`config.mk`:
```
export PLATFORM = sky130hd
export DESIGN_NAME = asram_ctl
export DESIGN_NICKNAME = d
export VERILOG_FILES = /design/src/rtl/asram_pkg.sv /design/src/rtl/asram_powerup.sv /design/src/rtl/asram_timer.sv /design/src/rtl/asram_ctl.sv
export SDC_FILE = /design/constraint.sdc
export NUM_CORES = 1
export LEC_CHECK = 0
export BUFFER_PORTS_ARGS = -buffer_cell sky130_fd_sc_hd__buf_4
export CAP_MARGIN = 30
export CORE_ASPECT_RATIO = 0.75
export CORE_MARGIN = 2
export CORE_UTILIZATION = 54
export DETAILED_ROUTE_END_ITERATION = 16
export PLACE_DENSITY = 0.92
export SLEW_MARGIN = 10
export SYNTH_ARGS = -nofsm -noshare
export SYNTH_HDL_FRONTEND = slang
export SYNTH_SLANG_ARGS = --single-unit
```
`constraint.sdc`:
```
create_clock -name clk -period 2.7 [get_ports clk]
set_input_delay 0.135 -clock clk [delete_from_list [all_inputs] [get_ports clk]]
set_output_delay 0.135 -clock clk [all_outputs]
set_load 0.01 [all_outputs]
```
`src/rtl/asram_pkg.sv`:
```
`timescale 1ns/1ps
package asram_pkg;

  typedef enum logic [2:0] {
    ST_PWRUP,
    ST_IDLE,
    ST_RD,
    ST_TURN,
    ST_WR
  } asram_state_e;

  // Whole clock cycles covering a picosecond minimum, never less than one.
  function automatic int cycles_for(input int min_ps, input int clk_ps);
    int c;
    c = (min_ps + clk_ps - 1) / clk_ps;
    if (c < 1) c = 1;
    return c;
  endfunction

  function automatic int max3(input int a, input int b, input int c);
    int m;
    m = (a > b) ? a : b;
    return (m > c) ? m : c;
  endfunction

endpackage

```
`src/rtl/asram_powerup.sv`:
```
`timescale 1ns/1ps
module asram_powerup #(
  parameter int CYCLES = 5000
) (
  input  logic clk,
  input  logic rst,
  output logic done
);
  localparam int CW = $clog2(CYCLES + 1);

  logic [CW-1:0] cnt;

  always_ff @(posedge clk) begin
    if (rst) begin
      cnt  <= '0;
      done <= 1'b0;
    end else if (!done) begin
      if (cnt == CW'(CYCLES - 1)) done <= 1'b1;
      cnt <= cnt + 1'b1;
    end
  end
endmodule

```
`src/rtl/asram_timer.sv`:
```
`timescale 1ns/1ps
module asram_timer #(
  parameter int W = 4
) (
  input  logic         clk,
  input  logic         rst,
  input  logic         load,
  input  logic [W-1:0] val,
  output logic         zero
);
  logic [W-1:0] cnt;

  always_ff @(posedge clk) begin
    if (rst)             cnt <= '0;
    else if (load)       cnt <= val;
    else if (cnt != '0)  cnt <= cnt - 1'b1;
  end

  assign zero = (cnt == '0);
endmodule

```
`src/rtl/asram_ctl.sv`:
```
`timescale 1ns/1ps
module asram_ctl #(
  parameter int ADDR_W     = 19,
  parameter int DATA_W     = 8,
  parameter int CLK_PS     = 20000,
  parameter int T_RC_PS    = 10000,
  parameter int T_PWE_PS   = 7000,
  parameter int T_SD_PS    = 5000,
  parameter int T_AW_PS    = 7000,
  parameter int POWERUP_PS = 100_000_000,
  parameter int TURN_CYC   = 1
) (
  input  logic              clk,
  input  logic              rst,
  input  logic              req_valid,
  output logic              req_ready,
  input  logic              req_write,
  input  logic [ADDR_W-1:0] req_addr,
  input  logic [DATA_W-1:0] req_wdata,
  output logic              rsp_valid,
  output logic [DATA_W-1:0] rsp_rdata,
  output logic              sram_ce_n,
  output logic              sram_oe_n,
  output logic              sram_we_n,
  output logic [ADDR_W-1:0] sram_addr,
  output logic [DATA_W-1:0] sram_dq_o,
  output logic              sram_dq_oe,
  input  logic [DATA_W-1:0] sram_dq_i
);
  import asram_pkg::*;

  localparam int RD_CYC  = cycles_for(T_RC_PS, CLK_PS);
  localparam int WE_CYC  = max3(cycles_for(T_PWE_PS, CLK_PS),
                                cycles_for(T_SD_PS, CLK_PS),
                                cycles_for(T_AW_PS, CLK_PS));
  localparam int PU_CYC  = cycles_for(POWERUP_PS, CLK_PS);
  localparam int TA_CYC  = (TURN_CYC < 1) ? 1 : TURN_CYC;
  localparam int MAX_CNT = max3(RD_CYC, WE_CYC, TA_CYC);
  localparam int TMR_W   = $clog2(MAX_CNT + 1);

  asram_state_e      state;
  logic              pu_done;
  logic              tmr_load;
  logic [TMR_W-1:0]  tmr_val;
  logic              tmr_zero;
  logic              last_rd;
  logic              take;

  asram_powerup #(.CYCLES(PU_CYC)) u_pwr (
    .clk  (clk),
    .rst  (rst),
    .done (pu_done)
  );

  asram_timer #(.W(TMR_W)) u_tmr (
    .clk  (clk),
    .rst  (rst),
    .load (tmr_load),
    .val  (tmr_val),
    .zero (tmr_zero)
  );

  assign take = (state == ST_IDLE) && req_ready && req_valid;

  // Timer reload: each phase starts with (length - 1) so it ends after length edges.
  always_comb begin
    tmr_load = 1'b0;
    tmr_val  = '0;
    if (take) begin
      tmr_load = 1'b1;
      if (!req_write)   tmr_val = TMR_W'(RD_CYC - 1);
      else if (last_rd) tmr_val = TMR_W'(TA_CYC - 1);
      else              tmr_val = TMR_W'(WE_CYC - 1);
    end else if (state == ST_TURN && tmr_zero) begin
      tmr_load = 1'b1;
      tmr_val  = TMR_W'(WE_CYC - 1);
    end
  end

  always_ff @(posedge clk) begin
    if (rst) begin
      state      <= ST_PWRUP;
      req_ready  <= 1'b0;
      rsp_valid  <= 1'b0;
      rsp_rdata  <= '0;
      sram_ce_n  <= 1'b1;
      sram_oe_n  <= 1'b1;
      sram_we_n  <= 1'b1;
      sram_addr  <= '0;
      sram_dq_o  <= '0;
      sram_dq_oe <= 1'b0;
      last_rd    <= 1'b0;
    end else begin
      rsp_valid <= 1'b0;
      case (state)
        ST_PWRUP: begin
          if (pu_done) begin
            state     <= ST_IDLE;
            req_ready <= 1'b1;
          end
        end
        ST_IDLE: begin
          if (take) begin
            req_ready <= 1'b0;
            sram_addr <= req_addr;
            sram_dq_o <= req_wdata;
            if (!req_write) begin
              sram_ce_n <= 1'b0;
              sram_oe_n <= 1'b0;
              state     <= ST_RD;
            end else if (last_rd) begin
              state     <= ST_TURN;
            end else begin
              sram_ce_n  <= 1'b0;
              sram_we_n  <= 1'b0;
              sram_dq_oe <= 1'b1;
              state      <= ST_WR;
            end
          end
        end
        ST_RD: begin
          if (tmr_zero) begin
            rsp_rdata <= sram_dq_i;
            rsp_valid <= 1'b1;
            sram_ce_n <= 1'b1;
            sram_oe_n <= 1'b1;
            req_ready <= 1'b1;
            last_rd   <= 1'b1;
            state     <= ST_IDLE;
          end
        end
        ST_TURN: begin
          if (tmr_zero) begin
            sram_ce_n  <= 1'b0;
            sram_we_n  <= 1'b0;
            sram_dq_oe <= 1'b1;
            state      <= ST_WR;
          end
        end
        ST_WR: begin
          if (tmr_zero) begin
            sram_ce_n  <= 1'b1;
            sram_we_n  <= 1'b1;
            sram_dq_oe <= 1'b0;
            req_ready  <= 1'b1;
            last_rd    <= 1'b0;
            state      <= ST_IDLE;
          end
        end
        default: state <= ST_PWRUP;
      endcase
    end
  end
endmodule

```
==> results.md <==
Critical path:
- The critical path is of the reg -> reg type.
- The required time of the critical path is between 2 and 3 ns.
- The worst setup path is launched from a flip-flop.
- The highest cell delay on the worst timing path is approximately 0.74 ns.
- In this run the worst path has a maximum fanout of 19.
- The largest individual stage delay along the critical path comes from the cell and4bb_1.
- For the worst setup path, the data arrival time is around 2.3 ns.
- Walking the worst path, the cells encountered are and4bb_1 -> buf_4 -> nand3_1 -> a21oi_1.
- The nature of the critical path endpoint is a flip-flop.

Power:
- The switching power total is 389 uW.
- The portion of total power attributed to sequential cells is between 40% and 50%.
- Net switching is between 20% and 30% of the power.
- The completed layout was analyzed and its total power is approximately 1.9 mW.
- Cell internal power was estimated by the tool at 1.47 mW.
- The part of the power in the clock network is roughly 48%.
- Per report_power, the combinational group accounts for about 4% of the total.
- The static leakage is 1.34 nW.
- The peak supply drop is about 0.57 mV.
- In this run the power density over the cells is 550 nW/um2.

Placement:
- The final RePlAce weighted congestion is 0.851.
- Buffers placed on the I/O ports in this run total between 70 and 80.
- Detailed placement ended at an HPWL of about 4.4 mm.

CTS:
- The number of gates resized after CTS was 0.
- The number of buffers added for setup after CTS is 0.
- The H-tree depth is 3.
- The clock net sink count is 60.
- The hold-fix buffer count after cts is 0.
- The worst-case clock buffer depth is 2.
- In this run, CTS created clock tree buffers numbering 9.
- The root buffer cell chosen for the clock tree is clkbuf_8.
- TritonCTS built the clock tree.
- Clock-pin slew was measured on the worst setup and hold paths at 0.06 ns.
- The latest clock arrival within the worst-skew pair is 0.34 ns.

Global routing:
- The combined global-route utilization of all metal layers is a little over a quarter.
- The number of global-route vias before repair is around 2.3k.
- The global-route wire length before repair is ~11 mm.
- The maximum number of pins on one net before global-route repair is 64.
- The number of antenna violations at the first check in global routing came to 0.
- After global routing the overflow that remains totals 0.

Logic synthesis:
- Of all flip-flops after synthesis, the portion carrying an async set or reset was 0%.
- Synthesis instantiated between 40 and 50 different standard cells from the library.
- The average instance in the mapped netlist occupies around 8.5 um2.
- The main flop type after synthesis is dfxtp_1.
- Summing every instance area after synthesis gives approximately 2600 um2.
- The combinational family with the most area after synthesis is simple AND/OR/NAND/NOR gates.
- The simple-gate share of the synthesized area is 24.5%.
- Yosys mapped a number of flops with a built-in enable equal to 0.
- The post-synthesis register bit count is 60.
- The parity-gate share of the synthesized area counting xor and xnor cells is 1.69%.
- Synthesis produced a netlist with a net count of 346.
- The number of instances in the synthesized netlist is a little over 300.
- The multiplexer share of the synthesized area is 2.08%.
- The Yosys step of the flow raised 0 warnings.
- The synthesized netlist devotes 0.483% of its cell area to adder and majority cells.
- The compound-gate portion of the synthesized area is between 10% and 20%.
- The sequential area share after synthesis is 46.3%.

Die:
- The die is 64.0 um tall.
- The initial utilization of the core area, before any placement, comes to between 50% and 60%.
- The die covers 5380 um2.
- The initialized floorplan defines 21 standard-cell rows.
- The area of the core is 4550 um2.
- In this run the horizontal extent of the chip is 84.0 um.
- During I/O placement, the number of pins put on the boundary was 80.

Route:
- The post-detailed-route DRC marker count is 0.
- The routed layout has 2,614 vias.
- Before antenna repair, the detailed router went through 5 iterations.
- In the routed layout, each cell is associated on average with a via count of ~6.0.
- The number of routed nets with antenna violations is 0.
- After the first detailed-routing iteration, the DRC count stood at 260.
- The routed design has between 6 and 7 mm of wire.
- The average wire per cell in the routed design is around 15 um.

Cells and area:
- The repair_antennas step left the layout with diodes totalling 0.
- The footprint of the flip-flops and latches is 1200 um2.
- The layout filler cell count is about 340.
- The multi-input combinational cells in the finished layout cover a total of roughly 1300 um2.
- The library cell used most frequently in the layout, excluding fill and tap cells, is buf_4.
- The signed area change from the synthesized netlist to the final layout is 30.5%.
- In the layout the commonest cells are 83 x buf_4, 60 x dfxtp_1, 44 x a21oi_1.
- Of the cells placed in the final design, the portion with a size suffix greater than 1 is between 20 and 30%.
- The count of nets after finishing is between 400 and 500.

Timing:
- The number of max-slew violations in the final report is 0.
- Setup violations remaining at the end of the flow were counted as 0.
- The number of hold-slack violations in the final timing report is 0.
- The final critical-path required period is slightly above 2 ns.
- Headroom to the max-slew limit came out at roughly half.
- Setup repair after global routing left no endpoint under its margin.
- The transition at the pin with the smallest max-transition slack is about 0.76 ns.
- After layout, the worst path uses approximately 75% of the clock period.
- After routing, the total negative slack on setup checks comes to 0 ns.
- The maximum clock skew at final layout is 0.00619 ns.
- The achievable clock frequency is just under 0.5 GHz.

Run:
- Across the run, the number of max-cap violations was 0.

Worst hold path:
- The path category of the worst min-delay check is in -> reg.

Outcome:
- The flow ran to the end, and the final reports show no timing, DRC or antenna violations.
-- critical path, delay by kind of cell, from the launching register on --
kind                   cells  cell delay [ns]
AOI/OAI and AO/OA          1             0.14
buffers and inverters      1             0.29
DFF                        1             0.68
and+or+nand+nor            2             0.83
-- Yosys cell counts, types with 3 or more instances --
library cell	instances	area [um2]
a21oi_1	44	220
nand2_1	22	82.6
mux2_2	3	33.8
nand4_1	3	18.8
buf_2	6	30.0
xor2_1	4	35.0
or3_1	3	18.8
nor2_1	14	52.6
nor3b_1	3	22.5
nor3_1	4	20.0
o31ai_1	7	52.6
or4_1	3	22.5
o21ai_0	32	160
clkbuf_1	13	48.8
dfxtp_1	60	1200
nor4b_1	3	26.3
buf_1	3	11.3
nand3_1	32	160
inv_1	5	18.8
nor2b_1	7	43.8
-- registers in the layout, indices dropped and copies added, names as in the netlist --
name / flops
sram_dq_o: 8
sram_oe_n: 1
last_rd: 1
u_tmr.cnt: 1
u_pwr.done: 1
u_pwr.cnt: 13
sram_addr: 19
rsp_rdata: 8
sram_dq_oe: 1
sram_ce_n: 1
state: 3
req_ready: 1
rsp_valid: 1
sram_we_n: 1
-- area by class of cell --
class | count | share of cell area, %
clock buffers | 11 | 4.18
clock inverters | 5 | 2.22
inverters | 5 | 0.555
multi-input cells | 215 | 37.0
flip-flops and latches | 60 | 35.5
well taps | 57 | 2.11
repair buffers | 83 | 18.4
-- power groups by stage --
stage                     Sequential (mW)  Combinational [mW]  Clock [mW]
after floorplan                     0.915              0.0279           0
after global placement              0.918              0.0730           0
after detailed placement            0.919              0.0738           0
after CTS                           0.899              0.0742       0.893
after global routing                0.900              0.0813       0.953
final                               0.900              0.0748       0.887
-- cells by family after synthesis --
kind of cell,after synthesis
fa+ha+maj,1
mux,5
xor+xnor,5
buf+inv,31
simple gates,111
other cells,1
flops,60
compound gates,92
-- per-layer routing --
layer | GRT usage, % | wire [um] | share of wire (%)
met4 | 6.85 | 63 | 0.94
met2 | 40.7 | 3040 | 45
met1 | 33.9 | 2940 | 44
met5 | 0 | 0 | 0
met3 | 10.6 | 658 | 9.8
-- through the flow --
| step | hold WS (ns) | instances | instance area (um2) | utilization, % | setup WS [ns] |
|---|---|---|---|---|---|
| finish | 0.0218 | 436 | 3380 | 74.4 | 0.674 |
| global route | 0.0210 | 436 | 3380 | 74.4 | 0.512 |
| CTS | 0.0123 | 436 | 3380 | 74.4 | 0.725 |
| detailed placement | 0.365 | 420 | 3170 | 69.6 | 0.734 |
| global placement | 0.364 | 420 | 3170 | 69.6 | 0.829 |
| floorplan | 0.260 | 306 | 2590 | - | 1.24 |
-- final timing paths --
path / startpoint / to / slack, ns / cells after the start
max: state[0] / sram_addr[18] / 0.67 / 4
min: req_write / sram_oe_n / 0.02 / 3
max reg2reg: state[0] / sram_addr[18] / 0.67 / 4
min reg2reg: sram_oe_n / sram_oe_n / 0.46 / 2
(Power assumes the default switching activity.)
